<file path="src/rtl/exc_pkg.sv">
package exc_pkg;
  localparam int REG_STATUS = 12;
  localparam int REG_CAUSE  = 13;
  localparam int REG_EPC    = 14;
  localparam int CODE_LSB   = 2;
  localparam int CODE_W     = 4;
  localparam int SW_LSB     = 8;
  localparam int SW_W       = 2;
  localparam int HW_LSB     = SW_LSB + SW_W;
  localparam int HW_W       = 6;
  localparam int PEND_W     = SW_W + HW_W;
  localparam int MASK_LSB   = 8;
  localparam logic [31:0] STATUS_WMASK = 32'h0000_FF3F;
  localparam logic [31:0] CAUSE_WMASK  = 32'h0000_0300;

  typedef struct packed {
    logic ku;  // 1 = user
    logic ie;
  } mode_pair_t;

  typedef mode_pair_t [2:0] mode_stack_t;  // [0] current, [1] previous, [2] oldest

  function automatic mode_stack_t stack_push(mode_stack_t s);
    mode_pair_t kern;
    kern.ku = 1'b0;
    kern.ie = 1'b0;
    return {s[1], s[0], kern};
  endfunction

  function automatic mode_stack_t stack_pop(mode_stack_t s);
    return {s[2], s[2], s[1]};
  endfunction

  function automatic logic [31:0] merge(logic [31:0] old_v, logic [31:0] new_v,
                                        logic [31:0] mask);
    return (old_v & ~mask) | (new_v & mask);
  endfunction

  function automatic logic irq_hit(logic [PEND_W-1:0] pend, logic [PEND_W-1:0] mask,
                                   logic ie);
    return ie && (|(pend & mask));
  endfunction
endpackage

</file>
<file path="src/rtl/exc_arbiter.sv">
module exc_arbiter
  import exc_pkg::*;
#(
  parameter logic [CODE_W-1:0] PRIV_CODE = 4'd11
) (
  input  logic              trap_req_i,
  input  logic [CODE_W-1:0] trap_code_i,
  input  logic              priv_fault_i,
  input  logic              ie_i,
  input  logic [PEND_W-1:0] pend_i,
  input  logic [PEND_W-1:0] mask_i,
  output logic              take_o,
  output logic              take_trap_o,
  output logic              take_irq_o,
  output logic [CODE_W-1:0] code_o
);
  always_comb begin
    take_trap_o = trap_req_i || priv_fault_i;
    take_irq_o  = !take_trap_o && irq_hit(pend_i, mask_i, ie_i);
    take_o      = take_trap_o || take_irq_o;
    if (trap_req_i)        code_o = trap_code_i;
    else if (priv_fault_i) code_o = PRIV_CODE;
    else                   code_o = '0;
  end
endmodule

</file>
<file path="src/rtl/exc_status.sv">
module exc_status
  import exc_pkg::*;
(
  input  logic        clk,
  input  logic        rst_n,
  input  logic        take_i,
  input  logic        eret_i,
  input  logic        wr_i,
  input  logic [31:0] wdata_i,
  output logic [31:0] status_o
);
  logic [31:0] status_q;
  mode_stack_t stk;

  assign stk = mode_stack_t'(status_q[5:0]);

  always_ff @(posedge clk) begin
    if (!rst_n)       status_q <= '0;
    else if (take_i)  status_q[5:0] <= stack_push(stk);
    else if (eret_i)  status_q[5:0] <= stack_pop(stk);
    else if (wr_i)    status_q <= merge(status_q, wdata_i, STATUS_WMASK);
  end

  assign status_o = status_q;
endmodule

</file>
<file path="src/rtl/exc_cause.sv">
module exc_cause
  import exc_pkg::*;
(
  input  logic              clk,
  input  logic              rst_n,
  input  logic [HW_W-1:0]   hw_irq_i,
  input  logic              take_i,
  input  logic [CODE_W-1:0] code_i,
  input  logic              wr_i,
  input  logic [31:0]       wdata_i,
  output logic [31:0]       cause_o
);
  logic [31:0] cause_q, cause_d;

  always_comb begin
    cause_d = cause_q;
    if (wr_i) cause_d = merge(cause_q, wdata_i, CAUSE_WMASK);
    if (take_i) cause_d[CODE_LSB +: CODE_W] = code_i;
    cause_d[HW_LSB +: HW_W] = hw_irq_i;
  end

  always_ff @(posedge clk) begin
    if (!rst_n) cause_q <= '0;
    else        cause_q <= cause_d;
  end

  assign cause_o = cause_q;
endmodule

</file>
<file path="src/rtl/exc_ctrl.sv">
module exc_ctrl
  import exc_pkg::*;
#(
  parameter logic [31:0]       VECTOR    = 32'h8000_0080,
  parameter logic [CODE_W-1:0] PRIV_CODE = 4'd11
) (
  input  logic        clk,
  input  logic        rst_n,
  input  logic [5:0]  irq_i,
  input  logic        trap_req_i,
  input  logic [3:0]  trap_code_i,
  input  logic [31:0] pc_i,
  input  logic        eret_i,
  input  logic        reg_wr_i,
  input  logic [4:0]  reg_addr_i,
  input  logic [31:0] reg_wdata_i,
  output logic [31:0] reg_rdata_o,
  output logic        redirect_o,
  output logic [31:0] redirect_pc_o,
  output logic        kernel_o,
  output logic        ie_o
);
  logic [31:0]       status_q, cause_q, epc_q;
  logic              exc_take, take_trap, take_irq;
  logic [CODE_W-1:0] exc_code;
  logic              priv_fault, wr_ok, eret_ok;
  logic              status_wr, cause_wr, epc_wr;

  assign kernel_o   = !status_q[1];
  assign ie_o       = status_q[0];
  assign priv_fault = reg_wr_i && !kernel_o;
  assign eret_ok    = eret_i && !exc_take;
  assign wr_ok      = reg_wr_i && kernel_o && !exc_take && !eret_i;
  assign status_wr  = wr_ok && (reg_addr_i == 5'(REG_STATUS));
  assign cause_wr   = wr_ok && (reg_addr_i == 5'(REG_CAUSE));
  assign epc_wr     = wr_ok && (reg_addr_i == 5'(REG_EPC));

  exc_arbiter #(.PRIV_CODE(PRIV_CODE)) u_arb (
    .trap_req_i  (trap_req_i),
    .trap_code_i (trap_code_i),
    .priv_fault_i(priv_fault),
    .ie_i        (ie_o),
    .pend_i      (cause_q[SW_LSB +: PEND_W]),
    .mask_i      (status_q[MASK_LSB +: PEND_W]),
    .take_o      (exc_take),
    .take_trap_o (take_trap),
    .take_irq_o  (take_irq),
    .code_o      (exc_code)
  );

  exc_status u_status (
    .clk     (clk),
    .rst_n   (rst_n),
    .take_i  (exc_take),
    .eret_i  (eret_ok),
    .wr_i    (status_wr),
    .wdata_i (reg_wdata_i),
    .status_o(status_q)
  );

  exc_cause u_cause (
    .clk     (clk),
    .rst_n   (rst_n),
    .hw_irq_i(irq_i),
    .take_i  (exc_take),
    .code_i  (exc_code),
    .wr_i    (cause_wr),
    .wdata_i (reg_wdata_i),
    .cause_o (cause_q)
  );

  always_ff @(posedge clk) begin
    if (!rst_n)        epc_q <= '0;
    else if (exc_take) epc_q <= pc_i;
    else if (epc_wr)   epc_q <= reg_wdata_i;
  end

  assign redirect_o    = exc_take || eret_i;
  assign redirect_pc_o = exc_take ? VECTOR : epc_q;

  always_comb begin
    case (reg_addr_i)
      5'(REG_STATUS): reg_rdata_o = status_q;
      5'(REG_CAUSE):  reg_rdata_o = cause_q;
      5'(REG_EPC):    reg_rdata_o = epc_q;
      default:        reg_rdata_o = '0;
    endcase
  end
endmodule

</file>
<file path="config.mk">
export PLATFORM = sky130hd
export DESIGN_NAME = exc_ctrl
export DESIGN_NICKNAME = d
export VERILOG_FILES = /design/src/rtl/exc_pkg.sv /design/src/rtl/exc_arbiter.sv /design/src/rtl/exc_status.sv /design/src/rtl/exc_cause.sv /design/src/rtl/exc_ctrl.sv
export SDC_FILE = /design/constraint.sdc
export NUM_CORES = 1
export LEC_CHECK = 0
export ABC_AREA = 0
export BUFFER_PORTS_ARGS = -buffer_cell sky130_fd_sc_hd__buf_2
export CAP_MARGIN = 25
export CELL_PAD_IN_SITES_DETAIL_PLACEMENT = 1
export CELL_PAD_IN_SITES_GLOBAL_PLACEMENT = 1
export CORE_ASPECT_RATIO = 0.8
export CORE_MARGIN = 10
export CORE_UTILIZATION = 37
export CTS_CLUSTER_DIAMETER = 40
export DETAILED_ROUTE_END_ITERATION = 6
export PLACE_DENSITY = 0.92
export SLEW_MARGIN = 20
export SYNTH_ARGS = -nofsm -noshare
export SYNTH_HDL_FRONTEND = slang
export SYNTH_SLANG_ARGS = --single-unit
</file>
<file path="constraint.sdc">
create_clock -name clk -period 4.9 [get_ports clk]
set_clock_uncertainty 0.15 [all_clocks]
set_input_delay 0 -clock clk [delete_from_list [all_inputs] [get_ports clk]]
set_output_delay 0 -clock clk [all_outputs]
set_load 0.01 [all_outputs]
</file>
== After elaboration in Yosys (flattened, before gate mapping) ==
Cells that the tools add are included.
Cells by class
  div/mod/pow operators: 0
  reduce and logical (&&, ||, !) cells: 26
  order comparisons: 0
  bitwise logic cells: 6
  shifts and indexed selects: 0
  multiplexer cells: 11
  add/subtract/negate cells: 0
  $mul: 0
  equality and inequality tests: 4
Operator list (number)
  32-bit two-way mux: 3
  32-bit one-hot mux with 3 select lines: 1
  32-bit by 10-bit OR with 32-bit output: 1
  32-bit by 16-bit OR with 32-bit output: 1
  6-bit two-way mux: 4
  5-bit by 4-bit == test with 1-bit output, second input constant: 3
  4-bit two-way mux: 3
  1-bit logical AND: 10
  8-bit bitwise AND: 1
  2-bit nonzero test: 4
  8-bit OR reduction: 1
  1-bit logical NOT: 4
  1-bit logical OR: 3
  1-bit NOT: 3
  3-bit AND reduction: 1
  3-bit nonzero test: 1
  2-bit != test, second input constant: 1
  2-bit AND reduction: 1
  2-bit OR reduction: 1
Storage, ports and cells
  ROM bits: 0
  logic and storage cells: 55
  latch bits: 0
  register bits: 96
  memories: 0
  input bits: 84
  output and inout bits: 67
  bits in writable memories: 0

== Depth between registers and ports, before layout ==
  depth in word-level cells: 12
  gate-level depth with buffers: 6

== Modules after synthesis ==
A second synthesis with hierarchy kept.
Unflattened totals
  cells, all modules: 433
  area total of the unflattened synthesis: 4007.6 um2
By module, submodules not included
  exc_ctrl: sequential area each 640.6 um2, area an instance 2562.5 um2, instances 1, cells an instance 273
  exc_status: sequential area each 280.3 um2, area an instance 797.0 um2, instances 1, cells an instance 91
  exc_cause: sequential area each 240.2 um2, area an instance 545.5 um2, instances 1, cells an instance 53
  exc_arbiter: sequential area each 0.0 um2, area an instance 102.6 um2, instances 1, cells an instance 16

== Least setup slack after synthesis ==
OpenSTA, ideal clock, no wires.
  path type: register -> register
  start point: reg u_status.status_q[1] (netlist: u_status.status_o[1])
  end point: reg epc_q[10]
  setup slack: 2996 ps
  stages on the path, launching flop included: 7
  data required time: 4604 ps
  data arrival time: 1608 ps
  setup time: 146 ps
  path through: dfxtp_1 buf_6 or3b_4 nor3_4 buf_8 mux2i_1 a211oi_2
On the way
  cells in the longest elaborated chain, start to end: 10
  elaborated cells on any way between the ends: 13
RTL lines
  from (decl): line exc_status.sv:12  | logic [31:0] status_q;
  from (signal assigned): line exc_status.sv:19  | else if (take_i) status_q[5:0] <= stack_push(stk);
  from (signal assigned): line exc_status.sv:20  | else if (eret_i) status_q[5:0] <= stack_pop(stk);
  from (signal assigned): line exc_status.sv:21  | else if (wr_i) status_q <= merge(status_q, wdata_i, STATUS_WMASK);
  1-bit logical AND: line exc_ctrl.sv:31  | assign priv_fault = reg_wr_i && !kernel_o;
  1-bit logical OR: line exc_arbiter.sv:18  | take_trap_o = trap_req_i || priv_fault_i;
  1-bit logical NOT: line exc_arbiter.sv:19  | take_irq_o = !take_trap_o && irq_hit(pend_i, mask_i, ie_i);
  1-bit logical AND: line exc_arbiter.sv:19
  1-bit logical OR: line exc_arbiter.sv:20  | take_o = take_trap_o || take_irq_o;
  1-bit logical NOT: line exc_ctrl.sv:33  | assign wr_ok = reg_wr_i && kernel_o && !exc_take && !eret_i;
  1-bit logical AND (2 in a row): line exc_ctrl.sv:33
  1-bit logical AND: line exc_ctrl.sv:36  | assign epc_wr = wr_ok && (reg_addr_i == 5'(REG_EPC));
  2-bit nonzero test (no line)
  to (signal assigned): line exc_ctrl.sv:74  | else if (exc_take) epc_q <= pc_i;
  to (signal assigned): line exc_ctrl.sv:75  | else if (epc_wr) epc_q <= reg_wdata_i;
  to (decl): line exc_ctrl.sv:23  | logic [31:0] status_q, cause_q, epc_q;
Parallel ways exist; a longest one is shown, timed or not.
A chain may end at the register's enable or synchronous reset.

== Final worst setup path ==
  start point: reg u_status.status_q[1] (netlist: u_status.status_o[1])
  end point: reg epc_q[29]
Same word-level chain as after synthesis.

==> metrics <==
ratio of cells with drive above 1 in the final layout=between 30% and 40%; Overflow after GRT=0; Syn Nets=approximately 460; ANT nets after route=0; hold_ws=between 0.015 and 0.02 ns; Reg2Reg Launch Point=u_status.status_o[1]; Syn Area/Cell=9.13 µm²; reg2reg setup slack=roughly 1.5 ns; drt pass-1 iters=4; Die Y=roughly 110 µm; DR vias/cell=roughly 5.4; vias in the first global route=4443; largest net degree at the start of global routing=75; min Tclk post-route=3.37 ns; Synth-to-Final Area Change=53.8%; RSZ-0062 raised after global routing=no; pwr dens=254 nW/µm²; die width=roughly 130 µm; initial antenna violation count=1; worst hold endpoint=u_cause.cause_o[5]; clk root buf=clkbuf_16; crit-path max FO=17; GP Congestion=around 0.8; core area=roughly 9100 µm²; Synth area leader=dfxtp_1; Slew Viols, Final=0; I/O pin cnt=between 150 and 200; Synth Warn #=0; synthesized flop and latch total=58; Pleak=between 2 and 2.5 nW; register cell area after layout=1160 µm²; cell count of the worst reg-to-reg path=6; relative slew slack=30.7%; VDD IR-drop max=approximately 0.14 mV; Post-synth EDFFs=0; # rows=31; dpl cells=slightly above 600; Max Clk Rate=between 200 and 300 MHz; Async SR Flop Fraction=0%; DRC viols=0; crit share post-route=~69%; Post-Synthesis Cell Area=between 3000 and 4000 µm²; commonest cells in the netlist=mux2i_1, dfxtp_1, a21oi_1; clk_lat worst skew=about 0.33 ns; CP max-delay cell=nor3_4; hold path start=trap_req_i; critical path, cell by cell=or3b_4 > nor3_4 > buf_4 > mux2i_1 > a211oi_2 > dlygate4sd3_1; Final Hold Fails=0; post-synth top area share=between 30% and 40%; HP Class=input port to flop; WL final=14800 µm; Netlist cell types=35; critical path required time=4.96 ns; Final Instance Count excl. Fillers=between 700 and 800; Reg clk slew, reported paths=approximately 0.050 ns; hold path cells=4; Post-Syn Instances=roughly 380; # nets final=slightly below 700; via count=roughly 3800; CTS tree=yes; Max Cap Viol=0; Global Route Usage Sum=about 22%; H-tree depth reported by CTS=3; Arr. time, crit path=about 3.4 ns; Initial Util=a little under two fifths; Critical Path Sink Type=flop; Inserted Clock Buffers=9; Die ar.=roughly 14000 µm²; Critical Path Max Stage Delay=roughly 0.80 ns; final setup fails=0; top cells by area, synth=dfxtp_1, mux2i_1, a211oi_2, a21oi_1, and3_1; Clock Tree Buf Depth=2; Routed wire per std cell=~21 µm; FF-to-FF End=epc_q[29]; clock sinks=58; Buffers on Ports=150; top-count cell post-synth=mux2i_1; Least-Margin Pin Slew=1.04 ns; starting DRC count in detailed routing=170; top_reg_cell synth=dfxtp_1; Seq/Total Area, Yosys=between 30 and 40%; setup TNS=0 ns; multi-input combinational cell area=approximately 2100 µm²; Worst Setup Start Kind=flop; critical path type=flop to flop; Detailed Place HPWL=9040 µm; number of fill cells=1057; first-pass GRT wire length=23900 µm; status=finished, final reports clean
==> through the flow <==
| step | setup slack [ns] | util (%) | total power [mW] | cell area, µm² |
|---|---|---|---|---|
| floorplan | 3.00 | - | 0.642 | 3460 |
| global placement | 2.18 | 46.3 | 0.714 | 4200 |
| detailed placement | 2.07 | 46.3 | 0.725 | 4200 |
| CTS | 1.52 | 58.1 | 1.35 | 5280 |
| global route | 1.40 | 58.6 | 1.41 | 5320 |
| finish | 1.53 | 58.7 | 1.35 | 5320 |
==> worst max-delay path: cells and delay by family (launching register included) <==
family / cells / cell delay (ns)
buffers and inverters: 2 / 1.04
AND/OR/NAND/NOR: 2 / 1.27
flip-flops: 1 / 0.40
multiplexers: 1 / 0.28
AO/OA/AOI/OAI: 1 / 0.09
==> final cells by class <==
cell class	count	area share, %
repair buffers	236	30.5
diodes	2	0.0940
well taps	115	2.70
clock inverters	3	0.282
multi-input cells	279	39.6
flip-flops and latches	58	21.8
inverters	5	0.353
clock buffers	13	4.70
==> registers in the layout, indices dropped and copies added (netlist names) <==
signal and count:
epc_q 32, u_cause.cause_o 12, u_status.status_o 14
==> report_power, final <==
| part | internal [mW] | switching (mW) |
|---|---|---|
| registers | 0.500 | 0.0220 |
| logic | 0.136 | 0.125 |
| clock network | 0.353 | 0.216 |
==> placed cells by master, fill, tap and decap left out, types with 5 or more instances in the layout <==
| cell | instances |
|---|---|
| nand2_1 | 36 |
| and2_1 | 24 |
| dlygate4sd3_1 | 81 |
| and3_1 | 30 |
| buf_2 | 150 |
| a21oi_1 | 40 |
| clkbuf_16 | 9 |
| nand2b_1 | 5 |
| o21ai_0 | 15 |
| mux2i_1 | 60 |
| dfxtp_1 | 58 |
| nor2_1 | 7 |
| a211oi_1 | 5 |
| a211oi_2 | 30 |
==> timing repair <==
item | CTS | global route
hold endpoints to repair | 56 | 0
setup buffers | 0 | 0
gates resized for setup | 0 | 0
hold buffers | 81 | 0
==> how the worst max path moves through the flow <==
| stage | to | start |
|---|---|---|
| 3_3_place_gp | epc_q[19] | u_status.status_o[1] |
| 6_report | epc_q[29] | u_status.status_o[1] |
| 5_1_grt | epc_q[29] | u_status.status_o[1] |
| 3_5_place_dp | epc_q[3] | u_status.status_o[1] |
| 2_1_floorplan | epc_q[10] | u_status.status_o[1] |
| 4_1_cts | epc_q[0] | u_status.status_o[1] |
==> per-layer routing <==
layer | global-route usage [%] | up-vias | routed length [µm]
met5 | 0 | - | 0
met4 | 7.06 | 0 | 240
met3 | 8.34 | 25 | 1180
met2 | 38.7 | 124 | 7550
met1 | 22.6 | 1863 | 5840
li1 | - | 1792 | -
==> cells by family (layout without fill, tap and decap cells) <==
logic type             Yosys count  in the layout  synth area share (%)
muxes                           62             62                  18.0
buffers and inverters           42            257                  6.51
AOI/OAI and AO/OA              101            101                  23.1
DFF                             58             58                  33.6
other                            0              2                     0
and+or+nand+nor                116            116                  18.8
No activity file was read; power rests on OpenSTA's default activity.
